<file path="config.mk">
export PLATFORM = sky130hd
export DESIGN_NAME = async_rx_unit
export DESIGN_NICKNAME = d
export VERILOG_FILES = /design/src/rtl/async_rx_pkg.sv /design/src/rtl/rx_sync.sv /design/src/rtl/rx_framer.sv /design/src/rtl/rx_buffer.sv /design/src/rtl/async_rx_unit.sv
export SDC_FILE = /design/constraint.sdc
export NUM_CORES = 1
export LEC_CHECK = 0
export ABC_AREA = 1
export CAP_MARGIN = 20
export CORE_MARGIN = 8
export CORE_UTILIZATION = 59
export CTS_CLUSTER_DIAMETER = 150
export CTS_CLUSTER_SIZE = 14
export DETAILED_ROUTE_END_ITERATION = 10
export DONT_BUFFER_PORTS = 1
export PLACE_DENSITY = 0.87
export SLEW_MARGIN = 15
export SYNTH_ARGS = -nofsm -noshare
export SYNTH_HDL_FRONTEND = slang
export SYNTH_SLANG_ARGS = --single-unit
</file>
<file path="constraint.sdc">
create_clock -name clk -period 1.9 [get_ports clk]
set_input_delay 0.285 -clock clk [delete_from_list [all_inputs] [get_ports clk]]
set_output_delay 0.285 -clock clk [all_outputs]
set_load 0.1 [all_outputs]
</file>
<file path="src/rtl/async_rx_pkg.sv">
// Shared definitions for the asynchronous receiver.
// Assumes: nothing beyond IEEE 1800-2017.
package async_rx_pkg;
    typedef enum logic [1:0] {
        RX_IDLE  = 2'd0,
        RX_START = 2'd1,
        RX_DATA  = 2'd2,
        RX_STOP  = 2'd3
    } rx_state_e;
endpackage

</file>
<file path="src/rtl/rx_sync.sv">
// Synchronizer chain that brings the asynchronous serial line into the clock domain.
// Assumes: STAGES >= 2; resets to 1, the idle level of the line.
module rx_sync #(
    parameter int STAGES = 2
) (
    input  logic clk,
    input  logic rst_n,
    input  logic d,
    output logic q
);
    logic [STAGES-1:0] pipe;

    // Shift the raw line through the flop chain.
    always_ff @(posedge clk) begin
        if (!rst_n) pipe <= '1;
        else        pipe <= {pipe[STAGES-2:0], d};
    end

    assign q = pipe[STAGES-1];
endmodule

</file>
<file path="src/rtl/rx_framer.sv">
// Bit-level receive state machine. It finds the start bit, samples each bit at
// the middle of its bit time and hands over the assembled word with the stop sample.
// Assumes: nine_bit is stable during a character; tick is a one-cycle pulse.
module rx_framer
    import async_rx_pkg::*;
#(
    parameter int BASE_BITS = 8,
    parameter int OS_RATE   = 16
) (
    input  logic               clk,
    input  logic               rst_n,
    input  logic               tick,
    input  logic               enable,
    input  logic               nine_bit,
    input  logic               rxd_s,
    output logic               done,
    output logic [BASE_BITS:0] word,
    output logic               stop_ok
);
    localparam int CNT_W = $clog2(OS_RATE);
    localparam int IDX_W = $clog2(BASE_BITS + 2);
    localparam logic [CNT_W-1:0] MID_LAST = CNT_W'(OS_RATE / 2 - 1);
    localparam logic [CNT_W-1:0] BIT_LAST = CNT_W'(OS_RATE - 1);

    rx_state_e          state;
    logic [CNT_W-1:0]   cnt;
    logic [IDX_W-1:0]   idx;
    logic [IDX_W-1:0]   last_idx;
    logic [BASE_BITS:0] shreg;

    assign last_idx = nine_bit ? IDX_W'(BASE_BITS) : IDX_W'(BASE_BITS - 1);

    // Step through start, data and stop bits on oversampling ticks.
    always_ff @(posedge clk) begin
        if (!rst_n) begin
            state   <= RX_IDLE;
            cnt     <= '0;
            idx     <= '0;
            shreg   <= '0;
            done    <= 1'b0;
            stop_ok <= 1'b1;
        end else begin
            done <= 1'b0;
            if (!enable) begin
                state <= RX_IDLE;
                cnt   <= '0;
            end else if (tick) begin
                case (state)
                    RX_IDLE: begin
                        if (!rxd_s) begin
                            state <= RX_START;
                            cnt   <= '0;
                        end
                    end
                    RX_START: begin
                        if (cnt == MID_LAST) begin
                            cnt <= '0;
                            idx <= '0;
                            state <= rxd_s ? RX_IDLE : RX_DATA;
                        end else begin
                            cnt <= cnt + 1'b1;
                        end
                    end
                    RX_DATA: begin
                        if (cnt == BIT_LAST) begin
                            cnt   <= '0;
                            shreg <= {rxd_s, shreg[BASE_BITS:1]};
                            idx   <= idx + 1'b1;
                            if (idx == last_idx) state <= RX_STOP;
                        end else begin
                            cnt <= cnt + 1'b1;
                        end
                    end
                    RX_STOP: begin
                        if (cnt == BIT_LAST) begin
                            cnt     <= '0;
                            state   <= RX_IDLE;
                            done    <= 1'b1;
                            stop_ok <= rxd_s;
                        end else begin
                            cnt <= cnt + 1'b1;
                        end
                    end
                    default: state <= RX_IDLE;
                endcase
            end
        end
    end

    // Right-align the word: an eight-bit character sits one place higher in the shifter.
    assign word = nine_bit ? shreg : {1'b0, shreg[BASE_BITS:1]};

    AST_OFF_IS_IDLE: assert property (@(posedge clk) disable iff (!rst_n)
        !enable |=> state == RX_IDLE);
    AST_GLITCH_DROPPED: assert property (@(posedge clk) disable iff (!rst_n)
        (enable && tick && state == RX_START && cnt == MID_LAST && rxd_s) |=> state == RX_IDLE);
    AST_DONE_AFTER_STOP: assert property (@(posedge clk) disable iff (!rst_n)
        done |-> $past(state) == RX_STOP);
endmodule

</file>
<file path="src/rtl/rx_buffer.sv">
// Receive buffer stage with error evaluation, sticky flags and interrupt pulses.
// Assumes: done is a one-cycle pulse and frames are far apart compared with a clock.
module rx_buffer #(
    parameter int BASE_BITS = 8,
    parameter int BUF_W     = 16
) (
    input  logic               clk,
    input  logic               rst_n,
    input  logic               done,
    input  logic [BASE_BITS:0] word,
    input  logic               stop_ok,
    input  logic               nine_bit,
    input  logic               par_en,
    input  logic               ovr_en,
    input  logic               rd,
    input  logic               err_clr,
    output logic [BUF_W-1:0]   rbuf,
    output logic               full,
    output logic               rx_irq,
    output logic               err_irq,
    output logic [2:0]         flags
);
    localparam int PAD = BUF_W - BASE_BITS - 1;

    logic       par_bad, frm_bad, ovr_hit;
    logic [2:0] new_err;

    assign par_bad = nine_bit && par_en && (^word);
    assign frm_bad = !stop_ok;
    assign ovr_hit = ovr_en && full && !rd;
    assign new_err = {ovr_hit, frm_bad, par_bad} & {3{done}};

    // Load the buffer on completion; a read empties it.
    always_ff @(posedge clk) begin
        if (!rst_n) begin
            rbuf <= '0;
            full <= 1'b0;
        end else if (done) begin
            rbuf <= {{PAD{1'b0}}, word};
            full <= 1'b1;
        end else if (rd) begin
            full <= 1'b0;
        end
    end

    // Raise one-cycle interrupt pulses for each completed character.
    always_ff @(posedge clk) begin
        if (!rst_n) begin
            rx_irq  <= 1'b0;
            err_irq <= 1'b0;
        end else begin
            rx_irq  <= done;
            err_irq <= |new_err;
        end
    end

    // Sticky flags: bit 0 parity, bit 1 framing, bit 2 overrun; set wins over clear.
    for (genvar i = 0; i < 3; i++) begin : g_flag
        always_ff @(posedge clk) begin
            if (!rst_n) flags[i] <= 1'b0;
            else        flags[i] <= new_err[i] | (flags[i] & !err_clr);
        end
    end

    AST_OVR_FLAGGED: assert property (@(posedge clk) disable iff (!rst_n)
        (done && ovr_en && full && !rd) |=> (flags[2] && err_irq));
    AST_READ_EMPTIES: assert property (@(posedge clk) disable iff (!rst_n)
        (rd && !done) |=> (!full && $stable(rbuf)));
    AST_FLAGS_STICKY: assert property (@(posedge clk) disable iff (!rst_n)
        !err_clr |=> ((flags & $past(flags)) == $past(flags)));
    AST_RX_PULSE: assert property (@(posedge clk) disable iff (!rst_n)
        rx_irq |=> !rx_irq);
    AST_ERR_WITH_RX: assert property (@(posedge clk) disable iff (!rst_n)
        err_irq |-> rx_irq);
endmodule

</file>
<file path="src/rtl/async_rx_unit.sv">
// Asynchronous serial receiver top: synchronizer, bit framer and buffer stage.
// Assumes: os_tick pulses at OS_RATE times the bit rate; mode inputs change only between characters.
module async_rx_unit #(
    parameter int BASE_BITS   = 8,
    parameter int OS_RATE     = 16,
    parameter int SYNC_STAGES = 2,
    parameter int BUF_W       = 16
) (
    input  logic             clk,
    input  logic             rst_n,
    input  logic             os_tick,
    input  logic             rx_en,
    input  logic             nine_bit,
    input  logic             par_en,
    input  logic             ovr_en,
    input  logic             rxd,
    input  logic             rd_strobe,
    input  logic             err_clr,
    output logic [BUF_W-1:0] rbuf,
    output logic             rbuf_full,
    output logic             rx_irq,
    output logic             err_irq,
    output logic             pe_flag,
    output logic             fe_flag,
    output logic             oe_flag
);
    logic               rxd_s;
    logic               frm_done;
    logic               frm_stop_ok;
    logic [BASE_BITS:0] frm_word;
    logic [2:0]         flag_vec;

    rx_sync #(.STAGES(SYNC_STAGES)) u_sync (
        .clk(clk), .rst_n(rst_n), .d(rxd), .q(rxd_s)
    );

    rx_framer #(.BASE_BITS(BASE_BITS), .OS_RATE(OS_RATE)) u_framer (
        .clk(clk), .rst_n(rst_n), .tick(os_tick), .enable(rx_en),
        .nine_bit(nine_bit), .rxd_s(rxd_s), .done(frm_done),
        .word(frm_word), .stop_ok(frm_stop_ok)
    );

    rx_buffer #(.BASE_BITS(BASE_BITS), .BUF_W(BUF_W)) u_buffer (
        .clk(clk), .rst_n(rst_n), .done(frm_done), .word(frm_word),
        .stop_ok(frm_stop_ok), .nine_bit(nine_bit), .par_en(par_en),
        .ovr_en(ovr_en), .rd(rd_strobe), .err_clr(err_clr), .rbuf(rbuf),
        .full(rbuf_full), .rx_irq(rx_irq), .err_irq(err_irq), .flags(flag_vec)
    );

    assign pe_flag = flag_vec[0];
    assign fe_flag = flag_vec[1];
    assign oe_flag = flag_vec[2];
endmodule

</file>
Word level (Yosys, flattened, before mapping)
Index checks and enable logic that the tools add are counted.
{"block": "classes", "add_sub_neg": 2, "mul": 0, "div_mod_pow": 0, "n_lt_le_gt_ge": 0, "n_eq_ne": 11, "shifts": 0, "muxes": 19, "bitwise_logic": 7, "n_reduce_logical": 20}
{"operator": "two-way mux 4 bit", "n": 6}
{"operator": "two-way mux 2 bit", "n": 6}
{"operator": "case mux 4 bit (3 select lines)", "n": 1}
{"operator": "AND reduction 4 bit", "n": 3}
{"operator": "two-way mux 9 bit", "n": 1}
{"operator": "parity 9 bit", "n": 1}
{"operator": "adder 4 x 1 -> 4 bit, second input constant", "n": 2}
{"operator": "!= test 2 x 1 -> 1 bit, second input constant", "n": 4}
{"operator": "case mux 2 bit (4 select lines)", "n": 1}
{"operator": "case mux 4 bit (2 select lines)", "n": 1}
{"operator": "AND reduction 6 bit", "n": 1}
{"operator": "AND reduction 5 bit", "n": 1}
{"operator": "equality test 2 bit, second input constant", "n": 2}
{"operator": "equality test 4 x 3 -> 1 bit, second input constant", "n": 1}
{"operator": "equality test 4 bit", "n": 1}
{"operator": "equality test 4 bit, second input constant", "n": 1}
{"operator": "logical AND 1 bit", "n": 4}
{"operator": "AND reduction 2 bit", "n": 2}
{"operator": "nonzero test 2 bit", "n": 2}
{"operator": "AND 1 bit", "n": 3}
{"operator": "AND 3 bit", "n": 1}
{"operator": "zero test 1 bit", "n": 3}
{"operator": "two-way mux 1 bit", "n": 3}
{"operator": "OR 1 bit", "n": 3}
{"operator": "other kinds (5)", "n": 5}
{"block": "totals", "regBits": 38, "latchBits": 0, "mem_bits_rw": 0, "romBits": 0, "input_bits": 10, "out_inout_bits": 22, "elab_cells": 73, "memories": 0}

Logic depth before layout (Yosys ltp)
Gate-level depths: netlist (run 1).
{"block": "logic_depth", "ltp_word": 5, "depth_mapped": 14, "depth_no_buf": 12}

Modules after synthesis
From an unflattened synthesis (run 1), not the netlist that was laid out.
{"block": "unflattened", "hier_cells": 297, "hier_area_um2": 1945.6}
{"mod": "rx_framer", "n_inst": 1, "cells_per_inst": 171, "area_per_inst_um2": 1113.6, "seq_area_each_um2": 420.4}
{"mod": "rx_buffer", "n_inst": 1, "cells_per_inst": 120, "area_per_inst_um2": 777.0, "seq_area_each_um2": 300.3}
{"mod": "rx_sync", "n_inst": 1, "cells_per_inst": 6, "area_per_inst_um2": 55.1, "seq_area_each_um2": 40.0}

Worst setup path before layout (run 1)
OpenSTA, ideal clock, no wires.
{"block": "synth_timing", "path_kind": "reg2reg", "start": "reg u_framer.cnt[0]", "end": "reg u_framer.idx[2]", "setup_ns": 0.130, "arrival_time_ns": 1.388, "required_ns": 1.770, "path_slack_ns": 0.383, "stages_incl_launch_ff": 7, "n_path_buf": 0, "synth_period_minus_slack_ns": 1.517, "cell_sequence": "dfxtp_1 -> ha_1 -> nand2_1 -> o21ai_0 -> nand4_1 -> o21ai_0 -> nor2_1"}
{"block": "synth_between", "elab_chain_cells": 3, "elab_cells_between_ends": 5, "cone_classes": "4 x eq/ne; 1 x reduce/logical"}
{"item": "start, declared", "line": "rx_framer.sv:26", "source": "logic [CNT_W-1:0] cnt;"}
{"item": "start signal, assigned", "line": "rx_framer.sv:61", "source": "cnt <= cnt + 1'b1;"}
{"item": "start signal, assigned", "line": "rx_framer.sv:71", "source": "cnt <= cnt + 1'b1;"}
{"item": "start signal, assigned", "line": "rx_framer.sv:81", "source": "cnt <= cnt + 1'b1;"}
{"item": "equality test 4 bit or equality test 4 x 3 -> 1 bit (tied branches)", "line": "rx_framer.sv:65, rx_framer.sv:56"}
{"item": "!= test 2 x 1 -> 1 bit (no line)"}
{"item": "AND reduction 5 bit (no line) (*)"}
{"item": "end signal, assigned", "line": "rx_framer.sv:68", "source": "idx <= idx + 1'b1;"}
{"item": "end, declared", "line": "rx_framer.sv:27", "source": "logic [IDX_W-1:0] idx;"}
Mark *: on every way between the ends. The rest lies on a longest branch, timed or not.
A chain may end at the register's enable or synchronous reset.

Final worst setup path (run 1)
{"block": "layout_timing", "start": "reg u_framer.cnt[0]", "end": "reg u_framer.state[0]"}
{"block": "layout_between", "elab_chain_cells": 3, "elab_cells_between_ends": 6, "cone_classes": "5 x eq/ne; 1 x reduce/logical"}
{"item": "equality test 4 bit or equality test 4 x 3 -> 1 bit (tied branches)", "line": "rx_framer.sv:65, rx_framer.sv:75, rx_framer.sv:56"}
{"item": "!= test 2 x 1 -> 1 bit (no line)"}
{"item": "AND reduction 6 bit (no line) (*)"}
{"item": "end signal, assigned", "line": "rx_framer.sv:59", "source": "state <= rxd_s ? RX_IDLE : RX_DATA;"}
{"item": "end, declared", "line": "rx_framer.sv:25", "source": "rx_state_e state;"}
Marked as above.

==> results of run 1 <==
## registers in the layout, indices dropped and copies added (netlist names), named ones only
signal / cells
u_buffer.rbuf: 9
u_framer.shreg: 9
u_framer.cnt: 4
u_framer.idx: 4
u_buffer.flags: 3
u_sync.pipe: 2
u_buffer.err_irq: 1
u_buffer.full: 1
u_buffer.rx_irq: 1
u_framer.done: 1
u_framer.state: 1
u_framer.stop_ok: 1
## layout make-up
| type | count | area share |
|---|---|---|
| inverter | 37 | 0.06542 |
| timing repair buffer | 17 | 0.05802 |
| sequential | 38 | 0.3458 |
| tap | 46 | 0.02617 |
| clock inverter | 3 | 0.02048 |
| clock buffer | 5 | 0.01706 |
| multi-input combinational | 217 | 0.4670 |
## cells by family after synthesis
logic type      count (synthesis)  synth area share
xor+xnor                        1          0.004357
compound gates                 49            0.1388
flops                          38            0.3783
other cells                     1          0.001865
simple gates                  153            0.3111
fa+ha+maj                       7           0.04356
buf+inv                        52            0.1220
## metal layers
| layer | track usage | vias up | wire (µm) |
|---|---|---|---|
| li1 | - | 975 | - |
| met1 | 0.1648 | 794 | 1788 |
| met2 | 0.2991 | 25 | 2079 |
| met3 | 0.04043 | 7 | 146 |
| met4 | 0.07174 | 0 | 73 |
| met5 | 0 | - | 0 |
## Yosys cell counts
cell type / instances
nand2_2: 2
nand3_2: 1
buf_1: 1
a21oi_1: 20
nand4_1: 3
nand3_1: 15
ha_1: 7
nor2_1: 10
buf_4: 8
and2_1: 1
buf_6: 2
nor3_1: 3
clkbuf_1: 4
a311oi_1: 1
o211ai_1: 8
inv_1: 36
xor2_1: 1
dfxtp_1: 38
o21ai_0: 16
nand2_1: 115
and3_1: 1
a211oi_1: 4
or2_2: 2
inv_6: 1
conb_1: 1
## metrics by stage
stage	worst slack, ns	total power, W	hold WS, ns	instances
3_5_place_dp	0.1653	0.0009372	0.3812	355
4_1_cts	0.1294	0.001492	0.01072	363
5_1_grt	0.001219	0.001533	0.004209	363
3_3_place_gp	0.2140	0.0009360	0.3771	355
2_1_floorplan	0.3826	0.0009529	0.3916	307
6_report	0.2064	0.001478	0.02146	363
## worst max path at each step
stage	to	cells past startpoint	startpoint
after CTS	u_framer.idx[1]	6	u_framer.cnt[0]
after detailed placement	u_framer.idx[1]	6	u_framer.cnt[0]
after global placement	u_framer.idx[3]	6	u_framer.cnt[0]
after floorplan	u_framer.idx[2]	6	u_framer.cnt[0]
after global routing	flop	7	u_framer.state[0]
final	u_framer.state[0]	7	u_framer.cnt[0]
## placed cells by master (no fill, tap or decap), types with 2 or more instances in the layout
cell | synthesis | final
nor2_1 | 10 | 10
dfxtp_1 | 38 | 38
inv_1 | 36 | 36
nand2_2 | 2 | 2
ha_1 | 7 | 7
nand3_1 | 15 | 15
buf_4 | 8 | 17
conb_1 | 1 | 7
a211oi_1 | 4 | 4
nand4_1 | 3 | 3
a21oi_1 | 20 | 20
clkbuf_4 | 0 | 5
nand2_1 | 115 | 115
clkinvlp_4 | 0 | 2
o21ai_0 | 16 | 15
or2_2 | 2 | 2
o211ai_1 | 8 | 8
nor3_1 | 3 | 3
## timing repair
item / 4_1_cts / 5_1_grt
hold endpoints to repair: 0 / 0
gates resized for setup: 0 / 1
endpoints found under the setup margin: 0 / 4
hold buffers: 0 / 0
## worst max-delay path, delay by kind of cell, from the launching register on
family | cells | cell delay (ns)
compound gates | 3 | 0.67
fa+ha+maj | 1 | 0.20
simple gates | 3 | 0.35
flops | 1 | 0.40
## power groups by stage
stage	clock network (W)	registers [W]	logic, W
final	0.000557	0.000801	0.000119
after global routing	0.000602	0.000802	0.000130
after CTS	0.000572	0.000801	0.000119
after detailed placement	0	0.000819	0.000118
after global placement	0	0.000819	0.000117
after floorplan	0	0.000818	0.000135
==> impl_metrics.csv, run 1 <==
group,metric,value,unit
outcome,status,"finished, final reports clean",
clock_tree,clock-root-buffer,"clkbuf_4",
synth,ys_types,25,
detailed_routing,wirelength,4087,µm
detailed_routing,drc,0,
floorplanning,core_area,0.003311,mm²
flow_run,maxCapViolations,0,
timing,finalSetupViolations,0,
synth,synth_area_leader_cell,"dfxtp_1",
floorplanning,die_h,74.38,µm
worst_setup_path,crit_chain,"ha_1 > nand2_1 > o21ai_0 > o21ai_0 > nor2_1 > nand2_1 > a211oi_1",
grt,grt_pass1_wl,6989,µm
timing,fin_crit,1.694,ns
worst_setup_path,crit_required,2.17,ns
cells_and_area,final_area,0.002200,mm²
clock_tree,clockBufferDepth,2,
pwr,clock_power_share,0.377,
worst_hold_path,whs_path_depth,1,
pwr,leakage,1.075,nW
timing,grt_setup_unrepaired,"false",
placement,hpwl,3090,µm
worst_setup_path,crit_path_start_kind,"flop",
synth,synth_area_leaders,"dfxtp_1, nand2_1, inv_1, a21oi_1, ha_1",
grt,overflow,0,
detailed_routing,via_per_inst,4.961,
pwr,pwr-share-seq,0.542,
worst_setup_path,crit_path_max_incr_delay,0.40,ns
synth,synth-seq-cells,38,
synth,synth_top_cell_area_share,0.3783,
synth,yosysSeqAreaShare,0.3783,
cells_and_area,seq_area,760.7,µm²
cells_and_area,multiInputGateArea,0.001027,mm²
floorplanning,ios,32,
worst_hold_path,min_path_type,"in -> reg",
worst_setup_path,arrival,1.96,ns
timing,hold_violations,0,
floorplanning,die_w,74.38,µm
synth,ys_warn_count,0,
pwr,p_int,0.001094,W
cells_and_area,finalNetCount,333,
timing,tns,0,ns
cells_and_area,areaGrowthSynthToFinish,9.396,%
worst_setup_path,critPathKind,"reg -> reg",
placement,placed_area,0.002117,mm²
clock_tree,clk_latency,0.35,ns
synth,syn_area,0.002011,mm²
pwr,max-vdd-ir-drop,0.7241,mV
pwr,combPwrFrac,0.081,
grt,grt_antenna_before_repair,0,
worst_hold_path,min_to,"u_framer.stop_ok",
worst_setup_path,endpoint_kind,"flop",
worst_setup_path,critPathSlowestCell,"dfxtp_1",
worst_setup_path,r2r_cells,7,
placement,io_buffers,0,
worst_setup_path,timing.rr.end,"u_framer.state[0]",
timing,timing.final.max_slew_violations,0,
floorplanning,placementRows,21,
clock_tree,cts_tree,"built",
clock_tree,numCtsBuffers,5,
timing,max_freq,590.5,MHz
grt,grt_use_total,0.1613,
clock_tree,clk_pin_slew,0.12,ns
cells_and_area,layout-drive-gt1-share,0.09779,
worst_setup_path,worstReg2RegStart,"u_framer.cnt[0]",
detailed_routing,ant_nets,0,
detailed_routing,vias,1801,
detailed_routing,avgRoutedWirePerCell,11.26,µm
timing,post-route-period-util,0.8914,
synth,postSynthAreaPerCell,6.680,µm²
pwr,switching_power,0.0003835,W
cells_and_area,diodes,0,
pwr,netSwitchingFraction,0.2595,
clock_tree,cts_setup_buffers,0,
worst_setup_path,reg2reg_slack,0.21,ns
floorplanning,die-area,0.005532,mm²
cells_and_area,nFillCells,286,
pwr,powerDensity,671.8,mW/mm²
worst_hold_path,worstHoldStart,"rst_n",
worst_setup_path,cp_max_fo,4,
clock_tree,cts_max_level,2,
cells_and_area,post-route-util,0.6644,
detailed_routing,drt_first_pass_iters,4,
detailed_routing,drtIter0Drc,93,
floorplanning,start_util,0.6073,
clock_tree,clock_sinks,38,
grt,grt_start_max_net_pins,25,
synth,synth_cells,301,
grt,grt_pass1_vias,1736,
timing,clock_skew,0.008961,ns
placement,routabilityCongestion,0.7983,
Note: power is estimated with default switching activity, not from simulation.
==> run 2, diff against run 1 <==
--- a/config.mk
+++ b/config.mk
@@ -8,12 +8,12 @@
 export ABC_AREA = 1
 export CAP_MARGIN = 20
 export CORE_MARGIN = 8
-export CORE_UTILIZATION = 59
+export CORE_UTILIZATION = 55
 export CTS_CLUSTER_DIAMETER = 150
 export CTS_CLUSTER_SIZE = 14
 export DETAILED_ROUTE_END_ITERATION = 10
 export DONT_BUFFER_PORTS = 1
-export PLACE_DENSITY = 0.87
+export PLACE_DENSITY = 0.82
 export SLEW_MARGIN = 15
 export SYNTH_ARGS = -nofsm -noshare
 export SYNTH_HDL_FRONTEND = slang
==> run 2 against run 1 <==
Compared with the run above:
- sequential cell count did not move
- setup slack better by 0.0051 ns
- register-to-register slack about the same
- fmax grew 0.30%
- critical endpoint is now u_framer.idx[2]
==> impl_metrics.csv, run 2 (same netlist as run 1, synthesis figures left out) <==
group,metric,value,unit
grt,grt_start_max_net_pins,25,
worst_hold_path,min_path_type,"in -> reg",
clock_tree,clock_sinks,38,
timing,whs,0.02607,ns
grt,overflow,0,
worst_setup_path,timing.rr.end,"u_framer.idx[2]",
cells_and_area,layout-drive-gt1-share,0.1006,
cells_and_area,mostFrequentLayoutCell,"nand2_1",
clock_tree,cts_tree,"built",
pwr,powerDensity,665.6,mW/mm²
worst_setup_path,cp_max_fo,4,
floorplanning,ios,32,
grt,grt_antenna_before_repair,0,
timing,grt_setup_unrepaired,"false",
clock_tree,clk_pin_slew,0.11,ns
timing,timing.final.max_slew_violations,0,
grt,grt_pass1_wl,7217,µm
detailed_routing,drc,0,
timing,worstMarginPinSlew,0.4972,ns
timing,fin_crit,1.689,ns
worst_setup_path,endpoint_kind,"flop",
timing,max_slew_margin,0.6650,
floorplanning,die_h,76.47,µm
cells_and_area,final_area,0.002210,mm²
floorplanning,die-area,0.005847,mm²
cells_and_area,diodes,0,
clock_tree,cts_setup_buffers,0,
placement,placed_area,0.002127,mm²
floorplanning,placementRows,22,
floorplanning,core_area,0.003578,mm²
timing,clock_skew,0.01531,ns
worst_setup_path,r2r_cells,6,
cells_and_area,reg_top3,"u_buffer.rbuf x9, u_framer.shreg x9",
detailed_routing,drt_first_pass_iters,4,
worst_setup_path,critPathKind,"reg -> reg",
cells_and_area,areaGrowthSynthToFinish,9.894,%
detailed_routing,wirelength,4058,µm
timing,hold_violations,0,
pwr,max-vdd-ir-drop,0.4251,mV
timing,layout_setup_ws,0.2115,ns
detailed_routing,vias,1827,
worst_setup_path,crit_required,2.13,ns
detailed_routing,top_layer,"met4",
placement,io_buffers,0,
pwr,leakage,1.079,nW
clock_tree,numCtsBuffers,5,
outcome,status,"finished, final reports clean",
timing,finalSetupViolations,0,
worst_setup_path,reg2reg_slack,0.21,ns
cells_and_area,final_cell_mix,"nand2_1, dfxtp_1, inv_1",
placement,post-place-ws,0.2516,ns
clock_tree,clockBufferDepth,2,
clock_tree,cts_resized,0,
detailed_routing,via_per_inst,4.992,
detailed_routing,drtIter0Drc,65,
pwr,finalPower,0.001471,W
detailed_routing,wl_met1,1756,µm
worst_setup_path,startpoint,"u_framer.cnt[0]",
timing,tns,0,ns
grt,grt_pass1_vias,1746,
worst_setup_path,crit_end,"u_framer.idx[2]",
timing,post-route-period-util,0.8887,
worst_setup_path,crit_path_start_kind,"flop",
floorplanning,start_util,0.5619,
detailed_routing,wl_met2,1987,µm
cells_and_area,finalNetCount,334,
worst_setup_path,arrival,1.92,ns
flow_run,maxCapViolations,0,
detailed_routing,ant_nets,0,
floorplanning,die_w,76.47,µm
worst_setup_path,worstReg2RegStart,"u_framer.cnt[0]",
clock_tree,clk_latency,0.36,ns
placement,hpwl,3060,µm
detailed_routing,avgRoutedWirePerCell,11.09,µm
clock_tree,cts_hold_buf,0,
clock_tree,clock-root-buffer,"clkbuf_4",
placement,routabilityCongestion,0.8618,
grt,grt_use_total,0.1461,
timing,max_freq,592.2,MHz
clock_tree,cts_max_level,2,
detailed_routing,dr_wl_met3,236,µm
==> run 2: cell count changes in the layout (fill, tap and decap cells not counted) <==
cell / previous run / this run
o21ai_1: 1 / 0
o21ai_0: 15 / 16
buf_4: 17 / 18
==> run 2: power by group <==
part | total [W] | internal (W) | switching [W]
combinational | 0.000120 | 0.0000193 | 0.000100
sequential | 0.000801 | 0.000799 | 0.00000181
clock | 0.000551 | 0.000276 | 0.000275
==> run 2: stage by stage <==
step           instances    util
3_3_place_gp         358  0.5944
3_5_place_dp         358  0.5944
5_1_grt              366  0.6175
2_1_floorplan        307       -
6_report             366  0.6175
4_1_cts              366  0.6175
==> run 2: worst max-delay path, stage by stage, from the launching register on <==
cell	delay, ns
dfxtp_1	0.41
ha_1	0.22
nand2_1	0.09
o21ai_0	0.20
nand4_1	0.12
o21ai_0	0.43
nor2_1	0.09
==> run 2: how the worst min path moves through the flow <==
stage	startpoint	to	slack (ns)	cells after the start
after floorplan	rxd	u_sync.pipe[0]	0.39	1
after global placement	rst_n	u_framer.stop_ok	0.38	1
after detailed placement	rst_n	u_framer.stop_ok	0.39	1
after CTS	rst_n	u_framer.stop_ok	0.01	1
after global routing	rxd	u_sync.pipe[0]	0.008	1
final	rst_n	u_framer.stop_ok	0.03	1
==> run 2: layout make-up <==
| type | count | area (µm²) |
|---|---|---|
| timing repair buffer | 18 | 135.1 |
| sequential | 38 | 760.7 |
| clock inverter | 3 | 45.04 |
| fill | 336 | 1369 |
| inverter | 37 | 143.9 |
| multi-input combinational | 217 | 1027 |
| tap | 48 | 60.06 |
| clock buffer | 5 | 37.54 |
==> run 2: layer usage <==
metal / GRT usage / vias to the layer above
met4: 0.06346 / 0
met2: 0.2588 / 44
met5: 0 / -
met1: 0.1519 / 801
met3: 0.05071 / 9
li1: - / 973
==> run 3, diff against run 2 <==
--- a/config.mk
+++ b/config.mk
@@ -7,6 +7,7 @@
 export LEC_CHECK = 0
 export ABC_AREA = 1
 export CAP_MARGIN = 20
+export CORE_ASPECT_RATIO = 1.4
 export CORE_MARGIN = 8
 export CORE_UTILIZATION = 55
 export CTS_CLUSTER_DIAMETER = 150
==> run 3 against run 2 <==
Compared with the run above:
- clock power up 4.0%
- setup slack worse by 0.0063 ns
- global-route usage up 1.5 points
- core utilization down 0.070 points
- combinational power about the same
- clock skew down 0.0077 ns
- critical path depth up 2
- final cell count down 1.9%
- count of clock-buffer cells in the layout up 1
- die area up 0.46%
- highest routed layer unchanged
==> impl_metrics.csv, run 3 (same netlist as run 1, synthesis figures left out) <==
group,metric,value,unit
timing,tns,0,ns
timing,hold_violations,0,
cells_and_area,areaGrowthSynthToFinish,9.770,%
worst_setup_path,crit_path_start_kind,"flop",
flow_run,maxCapViolations,0,
worst_setup_path,cp_max_fo,4,
detailed_routing,drtIter0Drc,98,
grt,grt_antenna_before_repair,0,
timing,finalSetupViolations,0,
timing,max_freq,590.0,MHz
cells_and_area,layout-drive-gt1-share,0.09779,
pwr,powerDensity,676.8,mW/mm²
grt,grt_start_max_net_pins,25,
grt,grt_pass1_vias,1859,
cells_and_area,final_cell_mix,"nand2_1, dfxtp_1, inv_1",
pwr,max-vdd-ir-drop,0.7678,mV
timing,timing.final.max_slew_violations,0,
worst_setup_path,endpoint_kind,"flop",
detailed_routing,drc,0,
timing,grt_setup_unrepaired,"false",
detailed_routing,via_per_inst,5.070,
worst_hold_path,min_path_type,"in -> reg",
floorplanning,placementRows,26,
clock_tree,cts_tree,"built",
worst_setup_path,critPathKind,"reg -> reg",
detailed_routing,drt_first_pass_iters,4,
pwr,finalPower,0.001494,W
detailed_routing,vias,1820,
cells_and_area,post-route-util,0.6168,
timing,post-route-period-util,0.8920,
clock_tree,clockBufferDepth,2,
placement,io_buffers,0,
grt,overflow,0,
clock_tree,cts_max_level,2,
outcome,status,"finished, final reports clean",
placement,post-place-ws,0.1186,ns
pwr,leakage,1.085,nW
worst_setup_path,crit_required,2.07,ns
clock_tree,numCtsBuffers,5,
floorplanning,ios,32,
timing,clock_skew,0.007603,ns
cells_and_area,reg_top3,"u_buffer.rbuf x9, u_framer.shreg x9",
floorplanning,core_area,0.003578,mm²
clock_tree,clock_sinks,38,
detailed_routing,avgRoutedWirePerCell,11.72,µm
worst_setup_path,arrival,1.87,ns
floorplanning,die-area,0.005874,mm²
detailed_routing,ant_nets,0,
cells_and_area,diodes,0,
detailed_routing,wirelength,4206,µm
grt,grt_pass1_wl,7576,µm
cells_and_area,mostFrequentLayoutCell,"nand2_1",
placement,hpwl,3233,µm
clock_tree,clk_latency,0.29,ns
clock_tree,clk_pin_slew,0.07,ns
worst_setup_path,reg2reg_slack,0.21,ns
grt,grt_use_total,0.1615,
placement,place_inst,351,
clock_tree,clock-root-buffer,"clkbuf_8",
clock_tree,cts_hold_buf,0,
floorplanning,die_h,87.54,µm
clock_tree,cts_setup_buffers,0,
cells_and_area,finalNonFillerCells,359,
timing,fin_crit,1.695,ns
floorplanning,die_w,67.10,µm
timing,layout_setup_ws,0.2052,ns
floorplanning,start_util,0.5619,
placement,routabilityCongestion,0.7629,
cells_and_area,finalNetCount,333,
## run 3: cell types whose count changed in the layout (fill, tap and decap cells not counted)
| cell | delta |
|---|---|
| clkinv_2 | +1 |
| o21ai_1 | +1 |
| o21ai_0 | -1 |
| clkbuf_4 | -5 |
| buf_4 | -1 |
| bufinv_16 | -1 |
| clkinvlp_4 | -1 |
| clkbuf_8 | +6 |
## run 3: area by class of cell
type | instances | area (µm²)
sequential | 38 | 760.7
timing repair buffer | 17 | 127.6
fill | 333 | 1371
multi-input combinational | 217 | 1027
inverter | 37 | 143.9
clock inverter | 2 | 12.51
clock buffer | 6 | 82.58
tap | 42 | 52.55
## run 3: report_power, final
part / switching, W / leakage (nW) / internal (W)
registers: 0.00000171 / 0.306 / 0.000799
logic: 0.000101 / 0.731 / 0.0000193
clock network: 0.000282 / 0.0472 / 0.000291
## run 3: worst paths after layout
check / startpoint / endpoint / cells after the start
setup / recovery: u_framer.cnt[0] / u_framer.state[0] / 8
hold / removal: rst_n / u_framer.stop_ok / 1
setup reg to reg: u_framer.cnt[0] / u_framer.state[0] / 8
hold reg to reg: u_sync.pipe[0] / u_sync.pipe[1] / 1
## run 3: repair_timing
action,CTS,global route
setup endpoints to repair,0,4
gates resized for setup,0,1
endpoints found under the hold margin,0,0
## run 3: worst max-delay path, cell delays in order (launching register included)
cell      delay (ns)
dfxtp_1         0.38
ha_1            0.21
nand2_1         0.09
nor2_1          0.23
o21ai_0         0.19
nor2_1          0.17
nand2_1         0.09
nor3_1          0.15
a211oi_1        0.06
## run 3: per-stage QoR
| stage | cell area, µm² | hold WS (ns) |
|---|---|---|
| CTS | 2207 | 0.07002 |
| floorplan | 2033 | 0.3916 |
| finish | 2207 | 0.07963 |
| detailed placement | 2112 | 0.3773 |
| global placement | 2112 | 0.3760 |
| global route | 2207 | 0.07313 |
## run 3: metal layers
layer / global-route usage / wire length (µm) / share of wire / vias to the layer above
met5: 0 / 0 / 0 / -
met2: 0.3063 / 2293 / 0.55 / 30
met3: 0.04353 / 147 / 0.035 / 11
met4: 0.08588 / 122 / 0.029 / 0
li1: - / - / - / 970
met1: 0.1486 / 1642 / 0.39 / 809
